$ cat config.mk
export PLATFORM = sky130hd
export DESIGN_NAME = lnk_tx_ctrl
export DESIGN_NICKNAME = d
export VERILOG_FILES = /design/src/rtl/lnk_tx_pkg.sv /design/src/rtl/lnk_grant_match.sv /design/src/rtl/lnk_claim_timer.sv /design/src/rtl/lnk_trailer_enc.sv /design/src/rtl/lnk_tx_ctrl.sv
export SDC_FILE = /design/constraint.sdc
export NUM_CORES = 1
export LEC_CHECK = 0
export BUFFER_PORTS_ARGS = -buffer_cell sky130_fd_sc_hd__buf_2
export CELL_PAD_IN_SITES_DETAIL_PLACEMENT = 0
export CELL_PAD_IN_SITES_GLOBAL_PLACEMENT = 1
export CORE_MARGIN = 1.5
export CORE_UTILIZATION = 33
export DETAILED_ROUTE_END_ITERATION = 10
export PLACE_DENSITY = 0.95
export SYNTH_ARGS = -nofsm -noshare
export SYNTH_HDL_FRONTEND = slang
export SYNTH_SLANG_ARGS = --single-unit
$ cat constraint.sdc
create_clock -name clk -period 3 [get_ports clk]
set_input_delay 0.75 -clock clk [delete_from_list [all_inputs] [get_ports clk]]
set_output_delay 0.75 -clock clk [all_outputs]
set_load 0.01 [all_outputs]
$ cat src/rtl/lnk_tx_pkg.sv
package lnk_tx_pkg;

    localparam logic [1:0] CTL_IDLE = 2'b00;
    localparam logic [1:0] CTL_XMIT = 2'b01;
    localparam logic [1:0] CTL_HOLD = 2'b11;

    typedef enum logic [2:0] {
        ST_IDLE,
        ST_GAP,
        ST_CLAIM,
        ST_HOLD,
        ST_XMIT,
        ST_CLOSE_HOLD,
        ST_CLOSE_IDLE
    } tx_state_e;

    typedef struct packed {
        logic [1:0] rate;
        logic [2:0] kind;
        logic       beta;
    } xfer_attr_t;

    // grant types the link may act on; the rest are reserved
    function automatic logic kind_usable(input logic [2:0] k);
        return (k == 3'b010) || (k == 3'b101) || (k == 3'b110) || (k == 3'b111);
    endfunction

endpackage

$ cat src/rtl/lnk_grant_match.sv
module lnk_grant_match
    import lnk_tx_pkg::*;
#(
    parameter int DATA_W = 8
) (
    input  logic [DATA_W-1:0] phy_d,
    input  logic              req_valid,
    input  xfer_attr_t        want,
    output logic              match
);
    xfer_attr_t seen;

    always_comb begin
        seen.beta = phy_d[0];
        seen.kind = phy_d[3:1];
        seen.rate = phy_d[6:5];
        match     = req_valid && kind_usable(seen.kind) && (seen == want);
    end
endmodule

$ cat src/rtl/lnk_claim_timer.sv
module lnk_claim_timer #(
    parameter int GRANT_WIN = 8
) (
    input  logic clk,
    input  logic rst,
    input  logic run,
    output logic expired
);
    // grant clock and gap clock use two of the window
    localparam int CLAIM_MAX = GRANT_WIN - 2;
    localparam int CW        = $clog2(GRANT_WIN + 1);

    logic [CW-1:0] cnt;

    always_ff @(posedge clk) begin
        if (rst || !run) begin
            cnt <= '0;
        end else if (!expired) begin
            cnt <= cnt + 1'b1;
        end
    end

    assign expired = run && (cnt == CW'(CLAIM_MAX - 1));
endmodule

$ cat src/rtl/lnk_trailer_enc.sv
module lnk_trailer_enc
    import lnk_tx_pkg::*;
#(
    parameter int DATA_W = 8
) (
    input  xfer_attr_t        next_req,
    input  logic              sub_end,
    output logic [DATA_W-1:0] trailer,
    output logic              need_hold
);
    always_comb begin
        trailer      = '0;
        trailer[0]   = next_req.beta;
        trailer[3:1] = next_req.kind;
        trailer[4]   = sub_end;
        trailer[6:5] = next_req.rate;
        need_hold    = (next_req.kind != 3'b000) || sub_end;
    end
endmodule

$ cat src/rtl/lnk_tx_ctrl.sv
module lnk_tx_ctrl
    import lnk_tx_pkg::*;
#(
    parameter int DATA_W    = 8,
    parameter int GRANT_WIN = 8
) (
    input  logic              clk,
    input  logic              rst,
    input  logic [1:0]        phy_ctl,
    input  logic [DATA_W-1:0] phy_d,
    input  logic              req_valid,
    input  logic              req_beta,
    input  logic [2:0]        req_kind,
    input  logic [1:0]        req_rate,
    input  logic              hold_req,
    input  logic              pl_valid,
    input  logic [DATA_W-1:0] pl_data,
    input  logic              pl_last,
    output logic              pl_ready,
    input  logic [2:0]        nx_kind,
    input  logic [1:0]        nx_rate,
    input  logic              nx_beta,
    input  logic              sub_end,
    output logic [1:0]        lk_ctl,
    output logic              lk_ctl_oe,
    output logic [DATA_W-1:0] lk_d,
    output logic              lk_d_oe,
    output logic              tx_done,
    output logic              tx_abandon
);
    tx_state_e         state, nxt;
    xfer_attr_t        want, follow;
    logic              match, expired, need_hold, last_q, abandon_n;
    logic [DATA_W-1:0] trailer;

    logic [1:0]        ctl_n;
    logic [DATA_W-1:0] d_n;
    logic              oe_n, done_n;

    assign want   = '{rate: req_rate, kind: req_kind, beta: req_beta};
    assign follow = '{rate: nx_rate,  kind: nx_kind,  beta: nx_beta};

    lnk_grant_match #(.DATA_W(DATA_W)) u_match (
        .phy_d     (phy_d),
        .req_valid (req_valid),
        .want      (want),
        .match     (match)
    );

    lnk_claim_timer #(.GRANT_WIN(GRANT_WIN)) u_timer (
        .clk     (clk),
        .rst     (rst),
        .run     (state == ST_CLAIM),
        .expired (expired)
    );

    lnk_trailer_enc #(.DATA_W(DATA_W)) u_trl (
        .next_req  (follow),
        .sub_end   (sub_end),
        .trailer   (trailer),
        .need_hold (need_hold)
    );

    // next-state and stream handshake
    always_comb begin
        nxt       = state;
        pl_ready  = 1'b0;
        abandon_n = 1'b0;
        unique case (state)
            ST_IDLE: begin
                if (phy_ctl == CTL_HOLD && match) nxt = ST_GAP;
            end
            ST_GAP: begin
                nxt = (phy_ctl == CTL_IDLE) ? ST_CLAIM : ST_IDLE;
            end
            ST_CLAIM: begin
                if (pl_valid) begin
                    pl_ready = 1'b1;
                    nxt      = ST_XMIT;
                end else if (hold_req) begin
                    nxt = ST_HOLD;
                end else if (expired) begin
                    nxt       = ST_IDLE;
                    abandon_n = 1'b1;
                end
            end
            ST_HOLD: begin
                if (pl_valid) begin
                    pl_ready = 1'b1;
                    nxt      = ST_XMIT;
                end
            end
            ST_XMIT: begin
                if (!last_q && pl_valid) begin
                    pl_ready = 1'b1;
                end else begin
                    nxt = need_hold ? ST_CLOSE_HOLD : ST_CLOSE_IDLE;
                end
            end
            ST_CLOSE_HOLD: nxt = ST_CLOSE_IDLE;
            ST_CLOSE_IDLE: nxt = ST_IDLE;
            default:       nxt = ST_IDLE;
        endcase
    end

    // state register
    always_ff @(posedge clk) begin
        if (rst) state <= ST_IDLE;
        else     state <= nxt;
    end

    // last-byte marker for the packet in flight
    always_ff @(posedge clk) begin
        if (rst)                        last_q <= 1'b0;
        else if (pl_valid && pl_ready)  last_q <= pl_last;
        else if (state != ST_XMIT)      last_q <= 1'b0;
    end

    // bus values for the cycle the next state occupies
    always_comb begin
        ctl_n  = CTL_IDLE;
        d_n    = '0;
        oe_n   = 1'b0;
        done_n = 1'b0;
        unique case (nxt)
            ST_HOLD: begin
                oe_n  = 1'b1;
                ctl_n = CTL_HOLD;
            end
            ST_XMIT: begin
                oe_n  = 1'b1;
                ctl_n = CTL_XMIT;
                d_n   = pl_data;
            end
            ST_CLOSE_HOLD: begin
                oe_n  = 1'b1;
                ctl_n = CTL_HOLD;
                d_n   = trailer;
            end
            ST_CLOSE_IDLE: begin
                oe_n   = 1'b1;
                done_n = 1'b1;
            end
            default: ;
        endcase
    end

    // registered outputs and enables
    always_ff @(posedge clk) begin
        if (rst) begin
            lk_ctl     <= CTL_IDLE;
            lk_d       <= '0;
            lk_ctl_oe  <= 1'b0;
            lk_d_oe    <= 1'b0;
            tx_done    <= 1'b0;
            tx_abandon <= 1'b0;
        end else begin
            lk_ctl     <= ctl_n;
            lk_d       <= d_n;
            lk_ctl_oe  <= oe_n;
            lk_d_oe    <= oe_n;
            tx_done    <= done_n;
            tx_abandon <= abandon_n;
        end
    end
endmodule

==> results.py, run 1 <==
metrics = {
    "run_status": {
        "outcome": "complete, no violations",
    },
    "die": {
        "coreArea_mm2": 0.00276,
        "rows": 19,
        "dieArea_mm2": 0.00323,
        "start_util": 0.347,
        "die_x_um": 56.9,
        "die_h_um": 56.9,
        "ios": 52,
    },
    "detailed_routing": {
        "drtIter0Drc": 56,
        "wl_mm": 2.20,
        "vias": 942,
        "viasPerCell": 5.12,
        "route.detailed.drc": 0,
        "detail-route-antenna-nets": 0,
        "first_pass_iters": 4,
        "wl_per_cell_um": 11.9,
    },
    "sta": {
        "max_freq_mhz": 429,
        "worst_pin_slew_ns": 0.633,
        "finalCritPeriodShare": 0.778,
        "rsz0062_at_grt": "no",
        "maxSlewViolCount": 0,
        "setup_slack_ns": 0.667,
        "fin_skew_ns": 0.00601,
        "setup_tns_ns": 0,
        "slew-limit-headroom": 0.574,
        "holdWs_ns": 0.542,
        "period_needed_ns": 2.33,
        "setup_violations": 0,
        "hold_viol": 0,
    },
    "clocking": {
        "numClockSinks": 21,
        "tritoncts": "yes",
        "cts_resized": 0,
        "holdBufCountCts": 0,
        "clockBufferDepth": 2,
        "cts_made_buffers": 3,
        "path_clk_slew_ns": 0.12,
        "worstSkewPairLatency_ns": 0.31,
        "cts_setup_buffers": 0,
        "h-tree-depth": 1,
        "root_buffer": "clkbuf_4",
    },
    "synthesis": {
        "synthFlopType": "dfxtp_1",
        "synth-seq-area-share": 0.439,
        "ys_warn_count": 0,
        "synthDistinctLibCells": 38,
        "synthSimpleGateAreaFrac": 0.268,
        "synth_top_family_by_area": "simple AND/OR/NAND/NOR gates",
        "synthAdderAreaFrac": 0.0261,
        "ys_seq_elements": 21,
        "netlist_area_um2": 957,
        "async_reset_ff_frac": 0,
        "syn_avg_cell_area_um2": 9.20,
        "synth_edf_count": 0,
        "synth_compound_area_frac": 0.193,
        "syn_nets": 143,
        "muxShareOfSynthArea": 0,
        "synthesis.instances": 104,
        "synth_xor_xnor_area_share": 0.0458,
    },
    "setup_path": {
        "r2r_cells": 5,
        "endpoint": "pl_ready",
        "crit_path_start_kind": "flip-flop",
        "cp-startpoint": "state[2]",
        "worstReg2RegStart": "u_timer.cnt[0]",
        "crit_required_ns": 2.25,
        "worst_ep_arrival_time_ns": 1.58,
        "rrSetupSlack_ns": 1.18,
        "cp-end-kind": "output pin",
        "cp_max_fo": 10,
        "timing.rr.end": "lk_d[7]",
        "worstSetupPathType": "reg2out",
    },
    "cells_and_area": {
        "n_antenna_cell": 0,
        "regArea_um2": 420,
        "drive_gt1_frac": 0.392,
        "finish.utilization": 0.454,
        "syn2layout_area_growth_pct": 30.8,
        "fillCellCount": 271,
        "fin_area_mm2": 0.00125,
        "nets": 193,
        "multi_input_area_um2": 510,
        "final_cells": 184,
    },
    "grt": {
        "grt-ovfl-total": 0,
        "grt_start_max_net_pins": 18,
        "groute.layer.met1.usage": 0.165,
        "grt_pass1_vias": 907,
        "antenna_found_initial": 0,
        "grt_usage": 0.141,
        "grt.busiest_layer": "met2",
        "grt_pass1_wl_mm": 3.62,
        "gr-usage-met2": 0.248,
        "use_met3": 0.0207,
    },
    "power": {
        "leakage_nw": 0.554,
        "vdd_drop_max_mv": 0.204,
        "power_uw": 460,
        "p_per_area_mw_per_mm2": 367,
    },
    "placement": {
        "placed_area_mm2": 0.00122,
        "hpwl_mm": 1.78,
        "gp_congestion": 0.793,
        "placedCellCount": 180,
        "pre_cts_ws_ns": 0.853,
        "port_buffers": 49,
    },
    "flow_run": {
        "maxCapViolCount": 0,
    },
    "min_path": {
        "hold_path_class": "reg2reg",
    },
}
flip-flops by register name (all words and copies together), names as in the netlist:
| register | count |
|---|---|
| lk_d | 8 |
| u_timer.cnt | 4 |
| state | 3 |
| lk_ctl | 2 |
| last_q | 1 |
| lk_d_oe | 1 |
| tx_abandon | 1 |
| tx_done | 1 |
worst min-delay path by stage:
stage	start	to	slack, ns	depth (start not counted)
after detailed placement	u_timer.cnt[1]	u_timer.cnt[1]	0.52	2
final	u_timer.cnt[1]	u_timer.cnt[1]	0.54	2
after CTS	u_timer.cnt[1]	u_timer.cnt[1]	0.54	2
after global placement	u_timer.cnt[3]	u_timer.cnt[3]	0.50	2
after global routing	u_timer.cnt[1]	u_timer.cnt[1]	0.56	2
after floorplan	u_timer.cnt[3]	u_timer.cnt[3]	0.49	2
cell type report:
type | count | share of cell area
clock buffers | 3 | 0.0180
clock inverters | 1 | 0.00599
inverters | 2 | 0.00599
multi-input cells | 77 | 0.408
flip-flops and latches | 21 | 0.336
well taps | 31 | 0.0310
repair buffers | 49 | 0.196
cells by family after synthesis:
kind of cell / after synthesis
AO/OA/AOI/OAI: 24
XOR/XNOR: 5
adder cells (fa/ha/maj): 2
buffers and inverters: 6
flip-flops: 21
AND/OR/NAND/NOR: 46
cells in the mapped netlist (2+ instances only):
master	number	area [um^2]
nor3_1	4	20.0
dfxtp_1	21	420
inv_1	2	7.51
nand2_1	2	7.51
o2bb2ai_1	2	17.5
a22oi_1	8	60.1
nand2b_1	2	12.5
nor4_1	2	12.5
clkbuf_1	2	7.51
or3_1	3	18.8
nand3_1	2	10.0
xor2_1	3	26.3
nor2_1	17	63.8
xnor2_1	2	17.5
o21ai_0	2	10.0
ha_1	2	25.0
nor2b_1	4	25.0
a21oi_1	4	20.0
power by group:
part	internal (mW)	leakage, nW	total [mW]	switching, mW
registers	0.279	0.169	0.279	0.0000508
clock network	0.0509	0.0139	0.139	0.0886
logic	0.0222	0.371	0.0419	0.0197
total	0.352	0.554	0.460	0.108
critical path: stages, from the launching register on:
cell and delay (ns):
dfxtp_1 0.50, nor4b_1 0.28, o21a_1 0.31, buf_2 0.19
metal layers:
metal	wire, um	vias up	part of all wire
li1	-	473	-
met1	926	435	0.42
met4	41	0	0.019
met2	1130	29	0.51
met3	102	5	0.046
met5	0	-	0
placed cells by master (no fill, tap or decap), drive strengths merged, types with 3 or more instances in the layout:
master and instances:
buf 49, dfxtp 21, nor2 18, a22oi 8
nor2b 4, nor3 4, a21oi 4, or3 3
xor2 3, clkbuf 3
No activity file was read; power rests on OpenSTA's default activity.
==> run 2: changes to the inputs <==
ABC_AREA = 1   (was default)
CORE_UTILIZATION = 27   (was 33)
PLACE_DENSITY = 0.86   (was 0.95)
clock period = 2 ns   (was 3 ns; I/O delays follow)
==> results.py, run 2 <==
metrics = {
    "synthesis": {
        "synth-seq-area-share": 0.411,
        "syn_nets": 174,
        "yosys-top-cells-count": "nand2_1, dfxtp_1, nor2_1",
        "ys_seq_elements": 21,
        "ys_warn_count": 0,
        "synth.area.top_cells": "dfxtp_1, nand2_1, a21oi_2, nor2_1, xnor2_1",
        "async_reset_ff_frac": 0,
        "synthFlopType": "dfxtp_1",
        "synth_edf_count": 0,
        "yosysTopAreaCell": "dfxtp_1",
        "yosysTopAreaCellShare": 0.411,
        "synthDistinctLibCells": 27,
        "synthesis.instances": 135,
        "syn_avg_cell_area_um2": 7.57,
        "netlist_area_mm2": 0.00102,
        "synth.most_common_cell": "nand2_1",
    },
    "setup_path": {
        "r2r_cells": 6,
        "cp_max_fo": 5,
        "worstSetupPathType": "in2out",
        "cp-end-kind": "output pin",
        "crit_required_ns": 1.50,
        "worst_ep_arrival_time_ns": 1.15,
        "crit_path_start_kind": "primary input",
    },
    "placement": {
        "hpwl_mm": 1.65,
        "port_buffers": 49,
        "placedCellCount": 229,
        "gp_congestion": 0.821,
    },
    "sta": {
        "worst_pin_slew_ns": 0.381,
        "rsz0062_at_grt": "no",
        "maxSlewViolCount": 0,
        "slew-limit-headroom": 0.746,
        "setup_violations": 0,
        "setup_tns_ns": 0,
        "fin_skew_ns": 0.00198,
        "max_freq_mhz": 606,
        "hold_viol": 0,
        "finalCritPeriodShare": 0.825,
        "period_needed_ns": 1.65,
    },
    "die": {
        "die_x_um": 64.5,
        "coreArea_mm2": 0.00366,
        "die_h_um": 64.5,
        "ios": 52,
        "rows": 22,
        "start_util": 0.279,
        "dieArea_mm2": 0.00416,
    },
    "detailed_routing": {
        "vias": 985,
        "detail-route-antenna-nets": 0,
        "viasPerCell": 4.23,
        "wl_per_cell_um": 8.88,
        "first_pass_iters": 4,
        "drtIter0Drc": 34,
        "route.detailed.drc": 0,
        "wl_mm": 2.07,
    },
    "grt": {
        "grt_pass1_wl_mm": 3.26,
        "grt_usage": 0.0996,
        "grt-ovfl-total": 0,
        "grt_pass1_vias": 794,
        "grt_start_max_net_pins": 18,
        "antenna_found_initial": 0,
    },
    "min_path": {
        "whs_path_depth": 2,
        "hold_path_class": "in2reg",
    },
    "run_status": {
        "outcome": "complete, no violations",
    },
    "cells_and_area": {
        "drive_gt1_frac": 0.368,
        "top_register": "lk_d",
        "nets": 225,
        "syn2layout_area_growth_pct": 32.4,
        "fillCellCount": 402,
        "top_regs": "lk_d x8, u_timer.cnt x4, state x3",
        "layout_common_cells": "buf_2, nand2_1, dfxtp_1",
        "final_cells": 233,
        "n_antenna_cell": 0,
        "finish.utilization": 0.370,
        "final_common_cell": "buf_2",
        "largest_reg_flops": 8,
    },
    "clocking": {
        "worstSkewPairLatency_ns": 0.26,
        "path_clk_slew_ns": 0.07,
        "tritoncts": "yes",
        "cts_made_buffers": 3,
        "numClockSinks": 21,
        "cts_setup_buffers": 0,
        "root_buffer": "clkbuf_8",
        "holdBufCountCts": 0,
        "cts_resized": 0,
        "h-tree-depth": 1,
        "clockBufferDepth": 2,
    },
    "power": {
        "vdd_drop_max_mv": 0.275,
        "leakage_nw": 0.647,
        "p_per_area_mw_per_mm2": 561,
    },
    "flow_run": {
        "maxCapViolCount": 0,
    },
}
-- run 2: final cells by class --
cell class	count	area (um^2)	share of cell area
multi-input cells	95	518	0.383
flip-flops and latches	21	420	0.311
repair buffers	50	253	0.187
well taps	48	60.1	0.0444
inverters	15	56.3	0.0416
clock buffers	3	41.3	0.0305
clock inverters	1	5.00	0.00370
-- run 2: through the flow --
step,hold WS [ns],setup WS (ns),power (mW),instance area [um^2]
after floorplan,0.444,0.438,0.457,1020
after global placement,0.461,0.342,0.497,1310
after detailed placement,0.469,0.339,0.497,1310
after CTS,0.432,0.340,0.769,1350
after global routing,0.433,0.239,0.797,1350
final,0.437,0.351,0.760,1350
-- run 2: cells by family after synthesis --
kind of cell    Yosys count  share of synthesized area
compound gates           22                      0.147
buf+inv                  19                     0.0820
flops                    21                      0.411
xor+xnor                  8                     0.0685
fa+ha+maj                 2                     0.0245
simple gates             63                      0.267
-- run 2: path summary, 6_finish.rpt --
path                                startpoint              to  slack, ns
worst max register to register  u_timer.cnt[0]  u_timer.cnt[1]       0.70
worst min register to register          last_q          last_q       0.48
worst min-delay path                  hold_req      tx_abandon       0.44
worst max-delay path                  pl_valid        pl_ready       0.35
-- run 2: worst max-delay path, cell delays in order --
cell,delay (ns)
buf_2,0.10
inv_2,0.05
or2_4,0.23
o21ai_2,0.12
buf_2,0.14
-- run 2: power by group --
part | internal (mW) | total [mW] | switching [mW]
logic | 0.0373 | 0.0686 | 0.0314
registers | 0.418 | 0.418 | 0.0000310
clock network | 0.139 | 0.274 | 0.135
-- run 2: per-layer routing --
layer,track usage,wire (um),part of all wire
met5,0,0,0
met4,0.0319,27,0.013
met3,0.0330,161,0.078
met2,0.178,925,0.45
met1,0.111,955,0.46
